[src/rtl/fqmPkg.sv]
package fqmPkg;

  typedef enum logic [1:0] {
    QIDLE  = 2'b00,
    QFIRST = 2'b01,
    QFLUSH = 2'b10,
    QLATER = 2'b11
  } qCode_t;

  typedef struct packed {
    logic push;
    logic pop;
    logic clear;
    logic takeFirst;
    logic takeSecond;
  } qStrobe_t;

endpackage

[src/rtl/fqmDatapath.sv]
module fqmDatapath
  import fqmPkg::*;
#(
  parameter int DEPTH = 6,
  parameter int WIDTH = 8,
  localparam int PTRW = (DEPTH > 1) ? $clog2(DEPTH) : 1,
  localparam int CNTW = $clog2(DEPTH + 1)
) (
  input  logic             clk,
  input  logic             rstN,
  input  qStrobe_t         strobe,
  input  logic [WIDTH-1:0] busData,
  output logic [WIDTH-1:0] headByte,
  output logic             empty,
  output logic             full,
  output logic [CNTW-1:0]  fillLevel,
  output logic [WIDTH-1:0] opFirst,
  output logic [WIDTH-1:0] opSecond
);

  localparam logic [PTRW-1:0] LAST_PTR = PTRW'(DEPTH - 1);
  localparam logic [CNTW-1:0] FULL_CNT = CNTW'(DEPTH);

  logic [WIDTH-1:0] slot [DEPTH];
  logic [PTRW-1:0]  rdPtr, wrPtr;
  logic [CNTW-1:0]  count;

  function automatic logic [PTRW-1:0] advance(input logic [PTRW-1:0] p);
    return (p == LAST_PTR) ? '0 : p + PTRW'(1);
  endfunction

  always_ff @(posedge clk) begin
    for (int i = 0; i < DEPTH; i++) begin
      if (strobe.push && (wrPtr == PTRW'(i))) slot[i] <= busData;
    end
  end

  always_ff @(posedge clk or negedge rstN) begin
    if (!rstN) begin
      rdPtr <= '0;
      wrPtr <= '0;
      count <= '0;
    end else if (strobe.clear) begin
      rdPtr <= '0;
      wrPtr <= '0;
      count <= '0;
    end else begin
      if (strobe.push) wrPtr <= advance(wrPtr);
      if (strobe.pop)  rdPtr <= advance(rdPtr);
      count <= count + CNTW'(strobe.push) - CNTW'(strobe.pop);
    end
  end

  always_ff @(posedge clk or negedge rstN) begin
    if (!rstN) begin
      opFirst  <= '0;
      opSecond <= '0;
    end else begin
      if (strobe.takeFirst)  opFirst  <= headByte;
      if (strobe.takeSecond) opSecond <= headByte;
    end
  end

  assign headByte  = slot[rdPtr];
  assign empty     = (count == '0);
  assign full      = (count == FULL_CNT);
  assign fillLevel = count;

endmodule

[src/rtl/fqmControl.sv]
module fqmControl
  import fqmPkg::*;
#(
  parameter int WIDTH = 8,
  parameter int PREFIX_BITS = 5,
  parameter logic [PREFIX_BITS-1:0] ESC_PREFIX = 5'b11011
) (
  input  logic             clk,
  input  logic             rstN,
  input  logic [1:0]       qStat,
  input  logic             fetchStrobe,
  input  logic [WIDTH-1:0] headByte,
  input  logic             empty,
  input  logic             full,
  output qStrobe_t         strobe,
  output logic             escPulse,
  output logic             flushSeen,
  output logic             popError
);

  qCode_t code;
  logic   popReq, flushReq, isEscHead, pending;

  assign code = qCode_t'(qStat);

  always_comb begin
    popReq    = (code == QFIRST) || (code == QLATER);
    flushReq  = (code == QFLUSH);
    isEscHead = (headByte[WIDTH-1 -: PREFIX_BITS] == ESC_PREFIX);
    strobe.clear      = flushReq;
    strobe.pop        = popReq && !empty;
    strobe.push       = fetchStrobe && !flushReq && (!full || strobe.pop);
    strobe.takeFirst  = strobe.pop && (code == QFIRST) && isEscHead;
    strobe.takeSecond = strobe.pop && (code == QLATER) && pending;
  end

  always_ff @(posedge clk or negedge rstN) begin
    if (!rstN) begin
      pending   <= 1'b0;
      escPulse  <= 1'b0;
      flushSeen <= 1'b0;
      popError  <= 1'b0;
    end else begin
      escPulse  <= strobe.takeSecond;
      flushSeen <= flushReq;
      if (popReq && empty) popError <= 1'b1;
      if (flushReq)                             pending <= 1'b0;
      else if (strobe.pop && code == QFIRST)    pending <= isEscHead;
      else if (strobe.takeSecond)               pending <= 1'b0;
    end
  end

endmodule

[src/rtl/escQueueMirror.sv]
module escQueueMirror
  import fqmPkg::*;
#(
  parameter int DEPTH = 6,
  parameter int WIDTH = 8,
  parameter int PREFIX_BITS = 5,
  parameter logic [PREFIX_BITS-1:0] ESC_PREFIX = 5'b11011,
  localparam int CNTW = $clog2(DEPTH + 1)
) (
  input  logic             clk,
  input  logic             rstN,
  input  logic             fetchStrobe,
  input  logic [WIDTH-1:0] busData,
  input  logic [1:0]       qStat,
  output logic             escPulse,
  output logic [WIDTH-1:0] escOpcode0,
  output logic [WIDTH-1:0] escOpcode1,
  output logic             flushSeen,
  output logic             popError
);

  qStrobe_t         strobe;
  logic [WIDTH-1:0] headByte;
  logic             empty, full;
  logic [CNTW-1:0]  fillLevel;

  fqmControl #(
    .WIDTH(WIDTH), .PREFIX_BITS(PREFIX_BITS), .ESC_PREFIX(ESC_PREFIX)
  ) u_ctrl (
    .clk(clk), .rstN(rstN), .qStat(qStat), .fetchStrobe(fetchStrobe),
    .headByte(headByte), .empty(empty), .full(full), .strobe(strobe),
    .escPulse(escPulse), .flushSeen(flushSeen), .popError(popError)
  );

  fqmDatapath #(.DEPTH(DEPTH), .WIDTH(WIDTH)) u_dp (
    .clk(clk), .rstN(rstN), .strobe(strobe), .busData(busData),
    .headByte(headByte), .empty(empty), .full(full), .fillLevel(fillLevel),
    .opFirst(escOpcode0), .opSecond(escOpcode1)
  );

endmodule

[config.mk]
export PLATFORM = sky130hd
export DESIGN_NAME = escQueueMirror
export DESIGN_NICKNAME = d
export VERILOG_FILES = /design/src/rtl/fqmPkg.sv /design/src/rtl/fqmDatapath.sv /design/src/rtl/fqmControl.sv /design/src/rtl/escQueueMirror.sv
export SDC_FILE = /design/constraint.sdc
export NUM_CORES = 1
export LEC_CHECK = 0
export CORE_MARGIN = 5
export CORE_UTILIZATION = 35
export DETAILED_ROUTE_END_ITERATION = 16
export HOLD_SLACK_MARGIN = 0.08
export SETUP_SLACK_MARGIN = 0.3
export SYNTH_ARGS = -nofsm -noshare
export SYNTH_HDL_FRONTEND = slang
export SYNTH_HIERARCHICAL = 1
export SYNTH_SLANG_ARGS = --single-unit
[constraint.sdc]
create_clock -name clk -period 3.8 [get_ports clk]
set_clock_uncertainty 0.1 [all_clocks]
set_input_delay 0.57 -clock clk [delete_from_list [all_inputs] [get_ports clk]]
set_output_delay 0.57 -clock clk [all_outputs]
set_load 0.1 [all_outputs]
==> results of run 1 <==
[stage by stage]
step / total power [mW] / setup WS [ns]
after CTS: 3.05 / 1.06
after floorplan: 2.06 / 1.09
after global placement: 2.34 / 0.878
after detailed placement: 2.35 / 0.823
final: 3.01 / 1.10
after global routing: 3.16 / 1.00
[cell usage after synthesis]
cell	instances	share of area (%)
edfxtp_1	48	46
dfrtp_1	29	23
mux2_2	25	9.0
nor2_1	10	1.2
mux4_2	8	5.7
mux2_4	7	3.3
inv_1	4	0.48
nand2_1	4	0.48
nand2b_1	4	0.80
a21oi_1	3	0.48
ha_1	3	1.2
and2_1	2	0.40
buf_1	2	0.24
clkbuf_1	2	0.24
nor3_1	2	0.32
xnor2_1	2	0.56
a2111oi_0	1	0.28
a21o_2	1	0.28
and2b_2	1	0.28
and3_1	1	0.20
and3_2	1	0.24
and4b_1	1	0.32
and4b_4	1	0.44
buf_12	1	0.64
buf_2	1	0.16
buf_4	1	0.24
buf_6	1	0.36
fa_1	1	0.64
mux2i_1	1	0.32
nand4b_1	1	0.28
nor2b_1	1	0.20
nor2b_4	1	0.44
nor3b_1	1	0.24
nor4bb_1	1	0.32
o21a_1	1	0.24
o21ai_0	1	0.16
xor2_1	1	0.28
[where the power goes]
group / switching [mW] / internal [mW]
registers: 0.0952 / 1.05
logic: 0.757 / 0.418
clock network: 0.280 / 0.411
[layout make-up]
| class | instances | area (sq um) |
|---|---|---|
| Sequential cell | 77 | 2170 |
| Fill cell | 755 | 4870 |
| Multi-Input combinational cell | 87 | 905 |
| Inverter | 4 | 15.0 |
| Tap cell | 108 | 135 |
| Timing Repair Buffer | 41 | 385 |
| Clock buffer | 16 | 244 |
[layer usage]
layer  vias up  part of all wire [%]  global-route usage (%)
met5         -                     0                       0
met4         0                   1.5                    4.66
met3         7                   5.5                    4.32
met2        36                    47                    16.2
met1       802                    46                    14.2
li1        742                     -                       -
[logic make-up (layout without fill, tap and decap cells)]
logic type | after synthesis | in the layout
flip-flops | 77 | 77
multiplexers | 41 | 41
AND/OR/NAND/NOR | 32 | 32
buffers and inverters | 12 | 61
AO/OA/AOI/OAI | 7 | 7
adder cells (fa/ha/maj) | 4 | 4
XOR/XNOR | 3 | 3
[state kept, by name (all words and copies together), names as in the netlist]
signal            cells
u_ctrl/escPulse       1
u_ctrl/flushSeen      1
u_ctrl/pending        1
u_ctrl/popError       1
u_dp/fillLevel        3
u_dp/opFirst          8
u_dp/opSecond         8
u_dp/rdPtr            3
u_dp/slot            48
u_dp/wrPtr            3
[worst register-to-register path, cell delays in order, from the launching register on]
cell and delay (ns):
dfrtp_1 0.57, buf_4 0.31, mux2_2 0.35, mux4_2 0.49, and4b_1 0.23, and4b_4 0.26
mux2_2 0.28
[worst min-delay path by stage]
stage | slack [ns] | to | cells past startpoint | startpoint
floorplan | 0.17 | u_ctrl/escPulse | 0 | rstN
global placement | 0.35 | u_ctrl/popError | 1 | u_ctrl/popError
detailed placement | 0.37 | u_ctrl/popError | 1 | u_ctrl/popError
CTS | 0.39 | u_ctrl/popError | 1 | u_ctrl/popError
global route | 0.40 | u_ctrl/popError | 1 | u_ctrl/popError
finish | 0.37 | u_ctrl/popError | 1 | u_ctrl/popError
==> qor.yml, run 1 <==
antenna_found_initial: 0
synth.avg_cell_area_sq_um: 17.8
dr.pass1.iters: 4
dp_hpwl_um: 3840
grt_usage_pct: 10.9
fin_cells: 333
reg2reg_to: "u_dp/opFirst[5]"
antenna_cells: 0
vias: 1587
path_cells: "buf_4, mux2_2, mux4_2, and4b_1, and4b_4, mux2_2"
place_inst: 317
synth-adder-area-share_pct: 1.83
cts-root-buf: "clkbuf_8"
synth_nets: 193
cts.sinks: 77
rows: 34
cts_hold_buf: 0
synth_area_sq_um: 3140
layout_commonest_cell: "edfxtp_1"
yosysSeqAreaShare_pct: 69.0
startpoint: "u_dp/rdPtr[1]"
synth_cell_types: 37
clk_latency_ns: 0.35
grt_first_pass_wirelength_um: 9010
cp_num_buf_inv: 1
synth_xor_area_share_pct: 0.837
synth_warnings: 6
fmax_mhz: 371
cap_violations: 0
cts-resized-gates: 0
synth_compound_area_share_pct: 1.43
core_area_sq_um: 8720
drt_wl_total_um: 5580
synthCells: 176
synth_top_family_by_area: "multiplexers"
worstMarginPinSlew_ns: 0.980
final_hold_viol_count: 0
utilization_pct: 44.2
grt_max_degree: 30
final_cell_mix: "48 x edfxtp_1, 31 x clkdlybuf4s50_1, 29 x dfrtp_1, 25 x mux2_2, 12 x clkbuf_8"
area_growth_pct: 22.7
startpoint_type: "flip-flop"
gr-total-overflow: 0
holdWs_ns: 0.374
hp-class: "reg -> reg"
worstSetupPathType: "reg -> reg"
io_buffers: 31
cp.depth: 6
period_needed_ns: 2.70
slowest_stage: "dfrtp_1"
die_w_um: 105
cts_tree: "built"
max-slew-margin-rel_pct: 34.5
r2r-start: "u_dp/rdPtr[1]"
reg2reg_slack_ns: 1.10
setup_viol: 0
critPathTopFamily: "multiplexers"
gp_congestion: 0.711
status: "completed"
synth-seq-cells: 77
reg2regPathDepth: 6
drc: 0
routedWlPerCell_um: 16.8
fin_crit_sh_pct: 71.0
fin_area_sq_um: 3850
numCtsBuffers: 9
finalMaxSlewViolations: 0
antenna_left: 0
postPlaceCellArea_sq_um: 3610
path_clk_slew_ns: 0.08
layout-drive-gt1-share_pct: 31.6
start_util_pct: 36.0
required_ns: 3.94
htree_num_levels: 3
postCtsSetupRepairBufs: 0
worstSetupEndpoint: "u_dp/opFirst[5]"
finalSetupTns_ns: 0
ir_drop_uv: 322
muxShareOfSynthArea_pct: 18.4
crit_path_end_kind: "flip-flop"
drt_iter0_markers: 57
nNetsFinal: 237
io_pins: 32
clockBufferDepth: 2
critPathMaxFanout: 13
grt_pass1_vias: 1619
worst_path_largest_cell_delay_ns: 0.57
powerDensity_nw_per_um2: 782
crit_arrival_ns: 2.83
cellLeakagePower_nw: 1.48
rsz0062_at_grt: "false"
dieArea_sq_um: 11000
synthSimpleGateAreaFrac_pct: 6.14
avgViaCountPerCell: 4.77
crit_top_cell: "mux2_2"
die-height_um: 105
No activity file was read; power rests on OpenSTA's default activity.
==> run 2: changes to the inputs <==
- clock period: 3.8 -> 2.4 ns (I/O delays scaled with it)
==> qor.yml, run 2 (synthesized netlist as in run 1, its figures left out) <==
io_pins: 32
holdWs_ns: 0.240
setup_viol: 0
p_sw_mw: 1.90
global_route.usage.met2_pct: 18.3
startpoint_type: "flip-flop"
power_frac_seq_pct: 36.8
cts-root-buf: "clkbuf_8"
nNetsFinal: 254
grt_busiest_layer: "met2"
core_area_sq_um: 8720
fin_crit_sh_pct: 99.6
dr.pass1.iters: 4
cts.sinks: 77
largest-register: "u_dp/slot"
grt_first_pass_wirelength_um: 9750
grt_usage_pct: 11.6
path_clk_slew_ns: 0.08
cts_hold_buf: 0
reg_top3: "u_dp/slot (48), u_dp/opFirst (8), u_dp/opSecond (8)"
clk_latency_ns: 0.33
p_int_mw: 3.04
cellLeakagePower_nw: 1.65
antenna_left: 0
combPwrFrac_pct: 43.1
cap_violations: 0
die-height_um: 105
gr-total-overflow: 0
fmax_mhz: 418
dp_hpwl_um: 4180
utilization_pct: 46.2
antenna_cells: 0
final_cell_mix: "48 x edfxtp_1, 41 x buf_4, 27 x dfrtp_1, 18 x mux2_4, 14 x mux2_2"
numCtsBuffers: 9
drc: 0
gp_congestion: 0.686
r2r-start: "u_dp/rdPtr[1]"
finalMaxSlewViolations: 0
hp-class: "in -> reg"
crit_path_end_kind: "flip-flop"
routedWlPerCell_um: 17.2
status: "completed"
ir_drop_uv: 524
io_buffers: 31
whs_path_depth: 3
rsz0062_at_grt: "true"
reg2reg_slack_ns: 0.009
use_met1_pct: 15.2
layout-drive-gt1-share_pct: 48.3
worstSetupPathType: "reg -> reg"
final_hold_viol_count: 0
rows: 34
use_met3_pct: 2.65
layout_commonest_cell: "edfxtp_1"
drt_iter0_markers: 34
powerDensity_nw_per_um2: 1230
dieArea_sq_um: 11000
grt_max_degree: 30
fin_cells: 350
crit_arrival_ns: 2.52
reg2reg_to: "u_dp/opFirst[5]"
largest_reg_flops: 48
start_util_pct: 36.0
drt_wl_total_um: 6030
place_inst: 329
area_growth_pct: 28.3
max-slew-margin-rel_pct: 72.6
clockBufferDepth: 2
clock_power_share_pct: 20.1
required_ns: 2.53
period_needed_ns: 2.39
die_w_um: 105
htree_num_levels: 3
min_to: "u_ctrl/popError"
worstMarginPinSlew_ns: 0.411
hold_path.startpoint: "qStat[0]"
reg2regPathDepth: 5
vias: 1688
critPathMaxFanout: 5
grt_pass1_vias: 1776
swShare_pct: 38.5
cts_tree: "built"
antenna_found_initial: 0
startpoint: "u_dp/rdPtr[1]"
avgViaCountPerCell: 4.82
==> run 2: final cells by class <==
| cell class | instances | area (sq um) |
|---|---|---|
| Sequential cell | 77 | 2170 |
| Timing Repair Buffer | 57 | 490 |
| Tap cell | 108 | 135 |
| Fill cell | 761 | 4690 |
| Multi-Input combinational cell | 88 | 1010 |
| Clock inverter | 6 | 58.8 |
| Inverter | 4 | 15.0 |
| Clock buffer | 10 | 149 |
==> run 2: critical path, stage by stage, from the launching register on <==
cell	delay, ns
dfrtp_2	0.44
mux2_4	0.30
mux4_2	0.48
and4b_1	0.31
and4b_4	0.31
mux2_2	0.34
==> run 2: worst max path at each step <==
stage	end	cells past startpoint
after detailed placement	u_dp/slot[5][2]	8
after floorplan	u_dp/opFirst[0]	8
final	u_dp/opFirst[5]	5
after global routing	u_dp/opFirst[2]	5
after CTS	u_dp/opFirst[7]	5
after global placement	u_dp/slot[5][2]	8
==> run 2: timing repair <==
action	4_1_cts	5_1_grt
buffers inserted	2	2
resized for setup	14	11
setup endpoints to repair	13	39
pin swaps	1	7
gates cloned	1	0
==> run 2: power by group through the flow <==
stage | clock [mW] | combinational (mW) | sequential (mW)
6_report | 0.992 | 2.13 | 1.82
5_1_grt | 1.08 | 2.25 | 1.85
4_1_cts | 1.03 | 2.06 | 1.82
3_5_place_dp | 0 | 1.98 | 1.83
3_3_place_gp | 0 | 1.96 | 1.83
2_1_floorplan | 0 | 0.755 | 2.52
==> run 2: stage by stage <==
stage                     total power, mW  worst slack, ns  setup TNS [ns]  cell area [sq um]
after CTS                            4.91          0.00539               0               3960
after global placement               3.79          -0.0531          -0.365               3680
after floorplan                      3.28           -0.104          -0.834               3170
after detailed placement             3.82          -0.0506          -0.499               3680
final                                4.94          0.00884               0               4030
after global routing                 5.18          -0.0390          -0.195               4030
==> run 2: routing by layer <==
metal	up-vias	wire length, um	part of all wire (%)
li1	783	-	-
met1	866	2730	45
met2	28	3010	50
met3	11	174	2.9
met4	0	115	1.9
met5	-	0	0
==> run 3: changes to the inputs <==
- GPL_TIMING_DRIVEN: default -> 0
- MAX_ROUTING_LAYER: default -> met4
==> qor.yml, run 3 (synthesized netlist as in run 1, its figures left out) <==
die-height_um: 105
max-slew-margin-rel_pct: 35.8
cap_violations: 0
dieArea_sq_um: 11000
io_buffers: 31
final_cell_mix: "48 x edfxtp_1, 28 x dfrtp_1, 20 x dlygate4sd2_1, 19 x buf_4, 17 x mux2_4"
cellLeakagePower_nw: 1.67
ir_drop_uv: 399
place_inst: 316
die_w_um: 105
path_cells: "buf_8, buf_12, mux2_4, mux4_2, and4b_1, and4b_4, buf_12, mux2_4"
path_clk_slew_ns: 0.08
cts.sinks: 77
period_needed_ns: 2.63
finalMaxSlewViolations: 0
grt_first_pass_wirelength_um: 9470
largest_reg_flops: 48
antenna_cells: 0
cts-root-buf: "clkbuf_8"
violations: "setup timing"
layout_commonest_cell: "edfxtp_1"
worst_path_largest_cell_delay_ns: 0.50
critPathMaxFanout: 8
startpoint: "u_dp/rdPtr[1]"
grt_usage_pct: 11.6
rsz0062_at_grt: "true"
clk_latency_ns: 0.33
drc: 0
start_util_pct: 36.0
layout-drive-gt1-share_pct: 42.9
worstSetupPathType: "reg -> reg"
holdWs_ns: 0.364
hp-class: "reg -> reg"
finalPower_mw: 4.93
drt_iter0_markers: 60
crit_path_end_kind: "flip-flop"
core_area_sq_um: 8720
setup_viol: 9
required_ns: 2.52
antenna_found_initial: 0
avgViaCountPerCell: 4.77
antenna_left: 0
fillers: 759
slowest_stage: "mux4_2"
gp_congestion: 0.720
drt_wl_total_um: 5860
startpoint_type: "flip-flop"
reg2regPathDepth: 8
area.sequential_sq_um: 2170
status: "finished with violations"
grt_pass1_vias: 1771
cts_tree: "built"
powerDensity_nw_per_um2: 1190
nNetsFinal: 259
final_hold_viol_count: 0
dp_hpwl_um: 3770
fin_cells: 355
routedWlPerCell_um: 16.5
whs_path_depth: 1
worstMarginPinSlew_ns: 0.967
numCtsBuffers: 9
reg_top3: "u_dp/slot (48), u_dp/opFirst (8), u_dp/opSecond (8)"
hold_path.startpoint: "u_ctrl/popError"
clockBufferDepth: 2
vias: 1695
area_growth_pct: 31.5
r2r-start: "u_dp/rdPtr[1]"
htree_num_levels: 3
largest-register: "u_dp/slot"
layout_setup_ws_ns: -0.232
crit_arrival_ns: 2.75
multiInputGateArea_sq_um: 1050
dr.pass1.iters: 4
rows: 34
io_pins: 32
fmax_mhz: 380
grt_max_degree: 30
fin_crit_sh_pct: 110
gr-total-overflow: 0
==> run 3: changes by cell type in the layout (fill, tap and decap cells not counted), sizes merged <==
cell          delta
clkinvlp         +2
dlygate4sd2     +20
dlymetal6s2s     -2
dlygate4sd3      +1
and4b            -1
buf             -15
clkbuf           +2
bufinv           -1
clkinv           -1
==> run 3: per-stage QoR <==
step                setup TNS, ns  setup WS (ns)  instance area (sq um)  util, %
floorplan                  -0.834         -0.104                   3170        -
global placement           -23.26         -0.771                   3610     41.4
detailed placement         -23.81         -0.554                   3620     41.5
CTS                         -1.97         -0.255                   4030     46.2
global route                -2.37         -0.294                   4130     47.3
finish                      -1.82         -0.232                   4130     47.3
==> run 3: timing repair <==
action | 4_1_cts | 5_1_grt
pin swaps | 4 | 8
setup endpoints to repair | 80 | 30
gates resized for setup | 42 | 15
setup buffers | 18 | 4
endpoints found under the hold margin | 29 | 0
hold buffers | 1 | 0
==> run 3: worst max-delay path, delay by kind of cell (launching register included) <==
kind,cells,cell delay (ns)
flip-flops,1,0.39
buffers and inverters,3,0.40
multiplexers,3,1.08
AND/OR/NAND/NOR,2,0.53
==> run 3: cell type report <==
type / instances / share of cell area (%)
clock buffers: 10 / 3.61
repair buffers: 55 / 11.9
clock inverters: 6 / 1.09
multi-input cells: 87 / 25.3
flip-flops and latches: 77 / 52.5
inverters: 4 / 0.364
plain buffers: 8 / 1.91
well taps: 108 / 3.27
==> run 3: per-layer routing <==
metal  track usage, %  vias to the layer above  routed length (um)
met5                -                        -                   0
met4             5.21                        0                  91
met3             2.77                        6                 256
met2             17.3                       34                2930
met1             15.2                      862                2580
li1                 -                      793                   -
==> run 3: path summary, 6_finish.rpt <==
check	end	slack, ns
worst max-delay path	u_dp/opFirst[5]	-0.23
worst min-delay path	u_ctrl/popError	0.36
worst max register to register	u_dp/opFirst[5]	-0.23
worst min register to register	u_ctrl/popError	0.36
max in group asynchronous	u_dp/fillLevel[1]	1.21
min in group asynchronous	u_dp/opFirst[0]	0.50
==> run 3: where the power goes <==
part / switching (mW) / internal, mW / leakage, nW / total (mW)
clock network: 0.483 / 0.441 / 0.0900 / 0.924
registers: 0.145 / 1.66 / 0.818 / 1.81
logic: 1.34 / 0.864 / 0.765 / 2.20
